==> src/rtl/ecs_pkg.sv <==
package ecs_pkg;
  typedef enum logic [1:0] {
    SW_IDLE   = 2'd0,
    SW_TRIAL  = 2'd1,
    SW_FINISH = 2'd2
  } sweep_state_e;

  localparam logic [7:0] PAT_EVEN_BYTE = 8'h55;
  localparam logic [7:0] PAT_ODD_BYTE  = 8'hAA;
endpackage

==> src/rtl/ecs_run_tracker.sv <==
module ecs_run_tracker #(
  parameter int TAP_W = 5
) (
  input  logic             clk,
  input  logic             rst,
  input  logic             clr,
  input  logic             mark,
  input  logic             pass,
  input  logic             last,
  input  logic [TAP_W-1:0] tap,
  output logic [TAP_W-1:0] best_first,
  output logic [TAP_W-1:0] best_last,
  output logic [TAP_W:0]   best_len
);
  logic             in_run;
  logic [TAP_W-1:0] run_first;
  logic [TAP_W-1:0] cls_first;
  logic [TAP_W-1:0] cls_last;
  logic [TAP_W:0]   cls_len;
  logic             cls_now;

  always_comb begin
    cls_now   = mark && ((pass && last) || (!pass && in_run));
    cls_first = (pass && !in_run) ? tap : run_first;
    cls_last  = pass ? tap : (tap - TAP_W'(1));
    cls_len   = {1'b0, cls_last} - {1'b0, cls_first} + (TAP_W+1)'(1);
  end

  always_ff @(posedge clk) begin
    if (rst || clr) begin
      in_run     <= 1'b0;
      run_first  <= '0;
      best_first <= '0;
      best_last  <= '0;
      best_len   <= '0;
    end else if (mark) begin
      if (pass && !in_run) begin
        in_run    <= 1'b1;
        run_first <= tap;
      end
      if (!pass) in_run <= 1'b0;
      if (cls_now && (cls_len > best_len)) begin
        best_first <= cls_first;
        best_last  <= cls_last;
        best_len   <= cls_len;
      end
    end
  end
endmodule

==> src/rtl/ecs_line_trial.sv <==
module ecs_line_trial
  import ecs_pkg::*;
#(
  parameter int              WORDS     = 8,
  parameter int              DATA_W    = 64,
  parameter int              ADDR_W    = 16,
  parameter logic [ADDR_W-1:0] BASE_ADDR = '0
) (
  input  logic              clk,
  input  logic              rst,
  input  logic              go,
  output logic              req_valid,
  output logic              req_write,
  output logic [ADDR_W-1:0] req_addr,
  output logic [DATA_W-1:0] req_wdata,
  input  logic              req_ready,
  input  logic              rsp_valid,
  input  logic [DATA_W-1:0] rsp_data,
  output logic              fin,
  output logic              pass
);
  localparam int CNT_W = $clog2(WORDS + 1);
  localparam int BYTES = DATA_W / 8;

  logic [DATA_W-1:0] pat;
  logic [CNT_W-1:0]  issued;
  logic [CNT_W-1:0]  got;
  logic              active;
  logic              rd_phase;
  logic              bad;

  for (genvar b = 0; b < BYTES; b++) begin : g_pat
    assign pat[8*b +: 8] = (b % 2 == 0) ? PAT_EVEN_BYTE : PAT_ODD_BYTE;
  end

  always_ff @(posedge clk) begin
    if (rst) begin
      req_valid <= 1'b0;
      req_write <= 1'b0;
      req_addr  <= '0;
      req_wdata <= '0;
      issued    <= '0;
      got       <= '0;
      active    <= 1'b0;
      rd_phase  <= 1'b0;
      bad       <= 1'b0;
      fin       <= 1'b0;
      pass      <= 1'b0;
    end else begin
      fin <= 1'b0;
      if (go && !active) begin
        active    <= 1'b1;
        rd_phase  <= 1'b0;
        issued    <= '0;
        got       <= '0;
        bad       <= 1'b0;
        req_valid <= 1'b1;
        req_write <= 1'b1;
        req_addr  <= BASE_ADDR;
        req_wdata <= pat;
      end else if (active) begin
        if (req_valid && req_ready) begin
          if (issued == CNT_W'(WORDS - 1)) begin
            issued <= '0;
            if (!rd_phase) begin
              rd_phase  <= 1'b1;
              req_write <= 1'b0;
              req_addr  <= BASE_ADDR;
            end else begin
              req_valid <= 1'b0;
            end
          end else begin
            issued   <= issued + CNT_W'(1);
            req_addr <= req_addr + ADDR_W'(1);
          end
        end
        if (rsp_valid && rd_phase) begin
          got <= got + CNT_W'(1);
          if (rsp_data != pat) bad <= 1'b1;
        end
        if (got == CNT_W'(WORDS)) begin
          active <= 1'b0;
          fin    <= 1'b1;
          pass   <= !bad;
        end
      end
    end
  end
endmodule

==> src/rtl/eye_center_sweep.sv <==
module eye_center_sweep
  import ecs_pkg::*;
#(
  parameter int                TAP_W       = 5,
  parameter int                WORDS       = 8,
  parameter int                DATA_W      = 64,
  parameter int                ADDR_W      = 16,
  parameter logic [ADDR_W-1:0] BASE_ADDR   = '0,
  parameter int                MIN_RUN     = 3,
  parameter logic [TAP_W-1:0]  DEFAULT_TAP = TAP_W'(1 << (TAP_W - 1))
) (
  input  logic              clk,
  input  logic              rst,
  input  logic              start,
  output logic              mem_req_valid,
  output logic              mem_req_write,
  output logic [ADDR_W-1:0] mem_req_addr,
  output logic [DATA_W-1:0] mem_req_wdata,
  input  logic              mem_req_ready,
  input  logic              mem_rsp_valid,
  input  logic [DATA_W-1:0] mem_rsp_data,
  output logic [TAP_W-1:0]  delay_tap,
  output logic              train_done,
  output logic              train_error
);
  localparam logic [TAP_W-1:0] TAP_MAX = '1;
  localparam logic [TAP_W:0]   RUN_MIN = (TAP_W+1)'(MIN_RUN);

  sweep_state_e     state;
  logic             trial_go;
  logic             trk_clr;
  logic             trial_fin;
  logic             trial_pass;
  logic [TAP_W-1:0] best_first;
  logic [TAP_W-1:0] best_last;
  logic [TAP_W:0]   best_len;
  logic [TAP_W:0]   mid_sum;

  assign mid_sum = {1'b0, best_first} + {1'b0, best_last};

  ecs_line_trial #(
    .WORDS(WORDS), .DATA_W(DATA_W), .ADDR_W(ADDR_W), .BASE_ADDR(BASE_ADDR)
  ) u_trial (
    .clk(clk), .rst(rst), .go(trial_go),
    .req_valid(mem_req_valid), .req_write(mem_req_write),
    .req_addr(mem_req_addr), .req_wdata(mem_req_wdata),
    .req_ready(mem_req_ready),
    .rsp_valid(mem_rsp_valid), .rsp_data(mem_rsp_data),
    .fin(trial_fin), .pass(trial_pass)
  );

  ecs_run_tracker #(.TAP_W(TAP_W)) u_track (
    .clk(clk), .rst(rst), .clr(trk_clr),
    .mark(trial_fin), .pass(trial_pass),
    .last(delay_tap == TAP_MAX), .tap(delay_tap),
    .best_first(best_first), .best_last(best_last), .best_len(best_len)
  );

  always_ff @(posedge clk) begin
    if (rst) begin
      state       <= SW_IDLE;
      delay_tap   <= DEFAULT_TAP;
      train_done  <= 1'b0;
      train_error <= 1'b0;
      trial_go    <= 1'b0;
      trk_clr     <= 1'b0;
    end else begin
      trial_go <= 1'b0;
      trk_clr  <= 1'b0;
      unique case (state)
        SW_IDLE: begin
          if (start) begin
            state       <= SW_TRIAL;
            delay_tap   <= '0;
            train_done  <= 1'b0;
            train_error <= 1'b0;
            trial_go    <= 1'b1;
            trk_clr     <= 1'b1;
          end
        end
        SW_TRIAL: begin
          if (trial_fin) begin
            if (delay_tap == TAP_MAX) begin
              state <= SW_FINISH;
            end else begin
              delay_tap <= delay_tap + TAP_W'(1);
              trial_go  <= 1'b1;
            end
          end
        end
        SW_FINISH: begin
          state      <= SW_IDLE;
          train_done <= 1'b1;
          if (best_len >= RUN_MIN) begin
            delay_tap <= mid_sum[TAP_W:1];
          end else begin
            delay_tap   <= DEFAULT_TAP;
            train_error <= 1'b1;
          end
        end
        default: state <= SW_IDLE;
      endcase
    end
  end
endmodule

==> config.mk <==
export PLATFORM = sky130hd
export DESIGN_NAME = eye_center_sweep
export DESIGN_NICKNAME = d
export VERILOG_FILES = /design/src/rtl/ecs_pkg.sv /design/src/rtl/ecs_run_tracker.sv /design/src/rtl/ecs_line_trial.sv /design/src/rtl/eye_center_sweep.sv
export SDC_FILE = /design/constraint.sdc
export NUM_CORES = 1
export LEC_CHECK = 0
export ABC_AREA = 1
export CORE_MARGIN = 2
export CORE_UTILIZATION = 56
export CTS_CLUSTER_DIAMETER = 40
export DETAILED_ROUTE_END_ITERATION = 12
export DONT_BUFFER_PORTS = 1
export GPL_TIMING_DRIVEN = 0
export HOLD_SLACK_MARGIN = 0.02
export PLACE_DENSITY_LB_ADDON = 0.05
export SYNTH_ARGS = -nofsm -noshare
export SYNTH_HDL_FRONTEND = slang
export SYNTH_SLANG_ARGS = --single-unit
==> constraint.sdc <==
create_clock -name clk -period 8.08 [get_ports clk]
set_input_delay 1.616 -clock clk [delete_from_list [all_inputs] [get_ports clk]]
set_output_delay 1.616 -clock clk [all_outputs]
set_load 0.02 [all_outputs]
==> summary.txt, run 1 <==
Outcome
  • Status: completed

Cells and area
  • Final Core Density: 63.6%
  • Number of fill cells: 717
  • Fraction of layout cells with a size suffix above 1: 15.8%
  • # diodes: 0
  • Syn-to-layout area delta: 9.93%
  • Design Area, Final: 4940 um2
  • Commonest non-fill, non-tap cells in the layout: nand2_1, inv_1, nor2_1, dfxtp_1, buf_4
  • Commonest non-fill, non-tap cell in the layout: nand2_1
  • Reg area: 1300 um2
  • Area occupied by multi-input gates: 2370 um2
  • Layout net count: 796

Job
  • Maxcap violations: 0

Global routing
  • GR Util All Layers: 22.2%
  • Grt total ovfl: 0
  • Initial antenna violation count: 0
  • First-pass GRT wire length: 15.6 mm
  • Largest net degree at the start of global routing: 34
  • Vias in the first global route: 3596

Pwr
  • Combinational share of power: 24.7%
  • Max IR drop VDD: 0.100 mV
  • Static Leak: 2.37 nW
  • Switching fraction of total power: 33.4%
  • Share of power burned in registers: 41.4%
  • Sw Pwr: 0.000277 W
  • Pint: 0.000553 W
  • Clock power share: 33.9%
  • PD cells: 168 nW/um2

Placed design
  • DP Area: 4740 um2
  • Port Buffers: 0
  • Global placer's final weighted congestion: 0.878
  • Post-DP HPWL: 7.52 mm

Clock tree
  • Clock latency on the worst-skew pair: 0.34 ns
  • Cts bufs inserted: 9
  • CTS resizes: 0
  • H-tree depth: 3
  • CTS Root Buffer Type: clkbuf_8
  • CTS clk-pin slew, worst paths: 0.07 ns
  • Clock net sink count: 65
  • TritonCTS clock tree: done
  • Clock Path Buffers: 2
  • # Post-CTS Setup Buffers: 0
  • Hold Buf Count CTS: 0

Drt
  • Vias: 3897
  • Routed WL per cell: 11.7 um
  • DRC: 0
  • Initial DRT Pass Iterations: 4
  • Vias/cell: 4.85
  • Post-DRT Antenna Nets: 0
  • First DRT Iteration DRCs: 166
  • Drt total wl: 9.41 mm

Floorplan
  • Total core area: 7770 um2
  • Die width: 93.6 um
  • IO Pins: 158
  • Die height: 93.6 um
  • Initial Util: 57.9%
  • Rows: 32
  • Die area: 8760 um2

Synth
  • Synth area leaders: dfxtp_1, buf_4, nand2_1
  • EDFF count, synth: 0
  • Seq cells post-synth: 65
  • Mean Syn Cell Area: 6.88 um2
  • Ys Warns: 0
  • Top-area cell type share of the netlist area: 28.9%
  • Synth area leader: dfxtp_1
  • Register area share after synthesis: 28.9%
  • Synth cell types: 45
  • Syn Inst Count: 654
  • Async SR Flop Fraction: 0%
  • Netlist Area Pre-Place: 4500 um2
  • Ys flop type: dfxtp_1

STA
  • Setup Skew: 0.0130 ns
  • Rel. slew slack: 30.7%
  • Final period utilization: 50.6%
  • # setup viols final: 0
  • Worst Tran Pin Value: 1.04 ns
  • RSZ-0062 raised after global routing: no
  • Min cycle time layout: 4.09 ns
  • Max-slew violations: 0
  • Fmax: 244 MHz
  • Total negative slack: 0 ns
  • Hold Fails Final Rpt: 0

Critical path
  • Setup crit start kind: flop
  • Crit path largest cell delay: 0.64 ns
  • CP delay by family, top: adder cells
  • Register-to-Register Path Depth: 22
  • WP data arrival: 4.32 ns
  • RR Endpoint: u_track.best_last[3]
  • CP required: 8.31 ns
  • Worst Setup End Kind: flop
  • CP max FO: 10
  • R2r setup slk: 3.99 ns
  • Crit path to: u_track.best_last[3]
  • Critical path class: reg2reg
  • Critical-path top delay cell: dfxtp_1
  • Worst Setup SP: delay_tap[0]
  • Crit path buf inv count: 5
  • CP Depth: 22
  • Most frequent CP cell: nand3_1
  • Chain of cells forming the critical path: inv_1 > ha_1 > nand2_1 > o21ai_0 > ha_1 > inv_1 > ha_1 > fa_1 > nand3_1 > nand3_1 > nand2_1 > inv_1 > ha_1 > nand2_1 > inv_1 > nand3_1 > or2_1 > nand3_1 > buf_2 > nand3_1 > nand2_1 > nor2_1
  • Reg-to-reg critical path startpoint: delay_tap[0]

Min path
  • Hold_sp: u_trial.bad
  • Hold WC Path Type: reg2reg
how the worst min path moves through the flow:
stage | end | cells after the start
floorplan | u_trial.pass | 1
global placement | u_trial.pass | 1
detailed placement | u_trial.pass | 1
CTS | u_trial.pass | 1
global route | u_trial.pass | 1
finish | u_trial.pass | 1
state kept, by name, indices dropped and copies added, names as in the netlist, 2 cells and up:
name and cells:
delay_tap 5, u_track.run_first 5, u_track.best_first 5, u_track.best_last 5, u_track.best_len 6, state 2
u_trial.issued 4, u_trial.req_addr 16, u_trial.got 4
power groups by stage:
stage               Combinational, W  Sequential, W  Clock [W]
floorplan                   0.000172       0.000348          0
global placement            0.000198       0.000351          0
detailed placement          0.000203       0.000351          0
CTS                         0.000204       0.000344   0.000288
global route                0.000230       0.000345   0.000300
finish                      0.000205       0.000343   0.000282
worst register-to-register path: cells and delay by family (launching register included):
family | cells | cell delay [ns]
fa+ha+maj | 5 | 1.58
compound gates | 1 | 0.11
flops | 1 | 0.64
simple gates | 11 | 1.11
buf+inv | 5 | 0.53
routing by layer:
layer	global-route usage, %	wire, um	part of all wire (%)
met3	5.00	751	8.0
met5	0	0	0
met4	4.59	71	0.75
met2	39.8	4370	46
met1	27.3	4220	45
layout make-up:
| class | count | area share (%) |
|---|---|---|
| clock buffer | 10 | 2.78 |
| multi-input combinational | 443 | 48.0 |
| buffer | 74 | 11.1 |
| inverter | 103 | 7.92 |
| tap | 102 | 2.58 |
| clock inverter | 6 | 1.32 |
| sequential | 65 | 26.3 |
Yosys cell counts, drive strengths merged, types with 3 or more instances:
cell type / n
nand2: 120
inv: 102
nor2: 94
buf: 71
dfxtp: 65
a21oi: 55
nand3: 30
ha: 29
o21ai: 24
nand4: 12
nor3: 8
xor2: 8
nand3b: 7
o211ai: 4
or2: 4
clkbuf: 3
logic make-up after synthesis:
group / Yosys count / synth area share, %
compound gates: 93 / 11.6
xor+xnor: 8 / 1.56
fa+ha+maj: 31 / 8.96
buf+inv: 177 / 20.9
flops: 65 / 28.9
mux: 1 / 0.223
other cells: 1 / 0.0834
simple gates: 278 / 27.7
stage by stage:
step,setup WS [ns],instances,hold WS (ns),total power [W]
final,3.99,803,0.434,0.000830
after global routing,3.56,803,0.446,0.000875
after CTS,3.97,803,0.434,0.000835
after detailed placement,4.00,787,0.423,0.000554
after global placement,4.03,787,0.415,0.000549
after floorplan,4.57,685,0.405,0.000519
Power figures use the tool's default switching activity.
==> run 2: changes to the inputs <==
==> constraint.sdc (replaced) <==
create_clock -name clk -period 4.1 [get_ports clk]
set_input_delay 0.82 -clock clk [delete_from_list [all_inputs] [get_ports clk]]
set_output_delay 0.82 -clock clk [all_outputs]
set_load 0.02 [all_outputs]
==> summary.txt, run 2 (same netlist as run 1, synthesis figures left out) <==
Global routing
  • Initial antenna violation count: 0 (unchanged)
  • GR Util All Layers: 22.2% (unchanged)
  • Largest net degree at the start of global routing: 34 (unchanged)
  • Vias in the first global route: 3596 (unchanged)
  • Grt total ovfl: 0 (unchanged)
  • First-pass GRT wire length: 15.6 mm (unchanged)

STA
  • RSZ-0062 raised after global routing: yes
  • Rel. slew slack: 30.7% (about the same)
  • Final period utilization: 91.4% (+41 points)
  • Fmax: 267 MHz (+9.2%)
  • Hold Fails Final Rpt: 0 (unchanged)
  • Total negative slack: 0 ns (unchanged)
  • Setup Skew: 0.0154 ns (+0.00235 ns)
  • Min cycle time layout: 3.75 ns (-0.346 ns)
  • Max-slew violations: 0 (unchanged)
  • Min Hold Slack: 0.434 ns (-0.000105 ns)
  • Worst Tran Pin Value: 1.04 ns (+0.0000149 ns)
  • Setup ws final: 0.354 ns (-3.63 ns)
  • # setup viols final: 0 (unchanged)

Placed design
  • Global placer's final weighted congestion: 0.878 (unchanged)
  • Pre-CTS setup slack: 0.0184 ns (-3.98 ns)
  • Port Buffers: 0 (unchanged)
  • Post-DP HPWL: 7.52 mm (unchanged)

Clock tree
  • Clock Path Buffers: 2 (unchanged)
  • H-tree depth: 3 (unchanged)
  • Clock latency on the worst-skew pair: 0.34 ns (about the same)
  • CTS clk-pin slew, worst paths: 0.07 ns (about the same)
  • Cts bufs inserted: 9 (unchanged)
  • Hold Buf Count CTS: 0 (unchanged)
  • # Post-CTS Setup Buffers: 0 (unchanged)
  • CTS Root Buffer Type: clkbuf_8
  • Clock net sink count: 65 (unchanged)
  • TritonCTS clock tree: done

Pwr
  • PD cells: 331 nW/um2 (+97%)
  • Share of power burned in registers: 41.2% (-0.2 points)
  • Static Leak: 2.37 nW (+0.20%)
  • Combinational share of power: 24.9% (+0.2 points)
  • Pint: 0.00109 W (+98%)
  • Max IR drop VDD: 0.197 mV (+97%)
  • Switching fraction of total power: 33.2% (-0.19 points)
  • Sw Pwr: 0.000544 W (+96%)
  • Clock power share: 33.9% (about the same)

Job
  • Maxcap violations: 0 (unchanged)

Cells and area
  • Syn-to-layout area delta: 10.2%
  • Layout net count: 796 (unchanged)
  • # diodes: 0 (unchanged)
  • Regs by FF count: u_trial.req_addr: 16 flops, u_track.best_len: 6 flops
  • Fraction of layout cells with a size suffix above 1: 16.3% (+0.43 points)
  • Flip-flop count of the largest register after layout: 16 (unchanged)
  • Commonest non-fill, non-tap cells in the layout: nand2_1, inv_1, nor2_1, buf_4, dfxtp_1
  • Biggest register: u_trial.req_addr
  • Commonest non-fill, non-tap cell in the layout: nand2_1

Floorplan
  • Total core area: 7770 um2 (unchanged)
  • Die height: 93.6 um (unchanged)
  • IO Pins: 158 (unchanged)
  • Die width: 93.6 um (unchanged)
  • Rows: 32 (unchanged)
  • Die area: 8760 um2 (unchanged)
  • Initial Util: 57.9% (unchanged)

Critical path
  • CP max FO: 10 (unchanged)
  • Setup crit start kind: flop
  • R2r setup slk: 0.35 ns (-3.63 ns)
  • Worst Setup End Kind: flop
  • WP data arrival: 3.98 ns (-0.34 ns)
  • Critical path class: reg2reg
  • CP required: 4.34 ns (-3.97 ns)

Min path
  • Hold WC Path Type: reg2reg

Drt
  • First DRT Iteration DRCs: 177 (+6.6%)
  • Initial DRT Pass Iterations: 5 (+1)
  • Vias: 3906 (+0.23%)
  • Routed WL per cell: 11.7 um (-0.29%)
  • DRC: 0 (unchanged)
  • Drt total wl: 9.38 mm (-0.29%)
  • Vias/cell: 4.86 (+0.23%)
  • Post-DRT Antenna Nets: 0 (unchanged)

Outcome
  • Status: completed
run 2: routing by layer:
layer | track usage (%) | routed length, um | vias to the layer above
met3 | 5.00 | 746 | 6
li1 | - | - | 2061
met1 | 27.3 | 4230 | 1691
met5 | 0 | 0 | -
met4 | 4.59 | 74 | 0
met2 | 39.8 | 4330 | 148
run 2: worst max-delay path, stage by stage (launching register included):
cell      delay (ns)
dfxtp_4         0.44
inv_1           0.09
ha_1            0.33
nand2_1         0.07
o21ai_0         0.11
ha_1            0.31
inv_1           0.04
ha_1            0.21
fa_1            0.41
nand3_1         0.11
nand3_1         0.08
nand2_1         0.13
inv_1           0.06
ha_1            0.29
nand2_1         0.05
inv_1           0.05
nand3_1         0.08
or2_1           0.21
nand3_1         0.14
clkbuf_4        0.23
nand3_1         0.09
nand2_1         0.08
nor2_1          0.04
run 2: layout make-up:
type | instances | area [um2]
plain buffers | 74 | 554
inverters | 103 | 392
well taps | 102 | 128
clock inverters | 6 | 65.1
multi-input cells | 443 | 2370
flip-flops and latches | 65 | 1310
clock buffers | 10 | 138
fillers | 717 | 2810
run 2: power by group through the flow:
stage          combinational (W)  sequential (W)  clock (W)
6_report                0.000408        0.000676   0.000555
3_5_place_dp            0.000400        0.000692          0
3_3_place_gp            0.000390        0.000692          0
2_1_floorplan           0.000338        0.000685          0
5_1_grt                 0.000459        0.000679   0.000592
4_1_cts                 0.000402        0.000678   0.000567
run 2: stage by stage:
step / utilization [%] / power (W) / instances / area (um2)
6_report: 63.8 / 0.00164 / 803 / 4960
2_1_floorplan: - / 0.00102 / 685 / 4610
4_1_cts: 63.7 / 0.00165 / 803 / 4940
3_3_place_gp: 61.0 / 0.00108 / 787 / 4740
5_1_grt: 63.8 / 0.00173 / 803 / 4960
3_5_place_dp: 61.0 / 0.00109 / 787 / 4740
run 2: path summary, 6_finish.rpt:
check,from,endpoint,cells past startpoint
max,delay_tap[0],u_track.best_first[4],22
min,u_trial.bad,u_trial.pass,1
max reg2reg,delay_tap[0],u_track.best_first[4],22
min reg2reg,u_trial.bad,u_trial.pass,1
run 2: repair_timing:
| action | 4_1_cts | 5_1_grt |
|---|---|---|
| pin swaps | 0 | 0 |
| endpoints found under the setup margin | 3 | 16 |
| gates resized for setup | 1 | 7 |
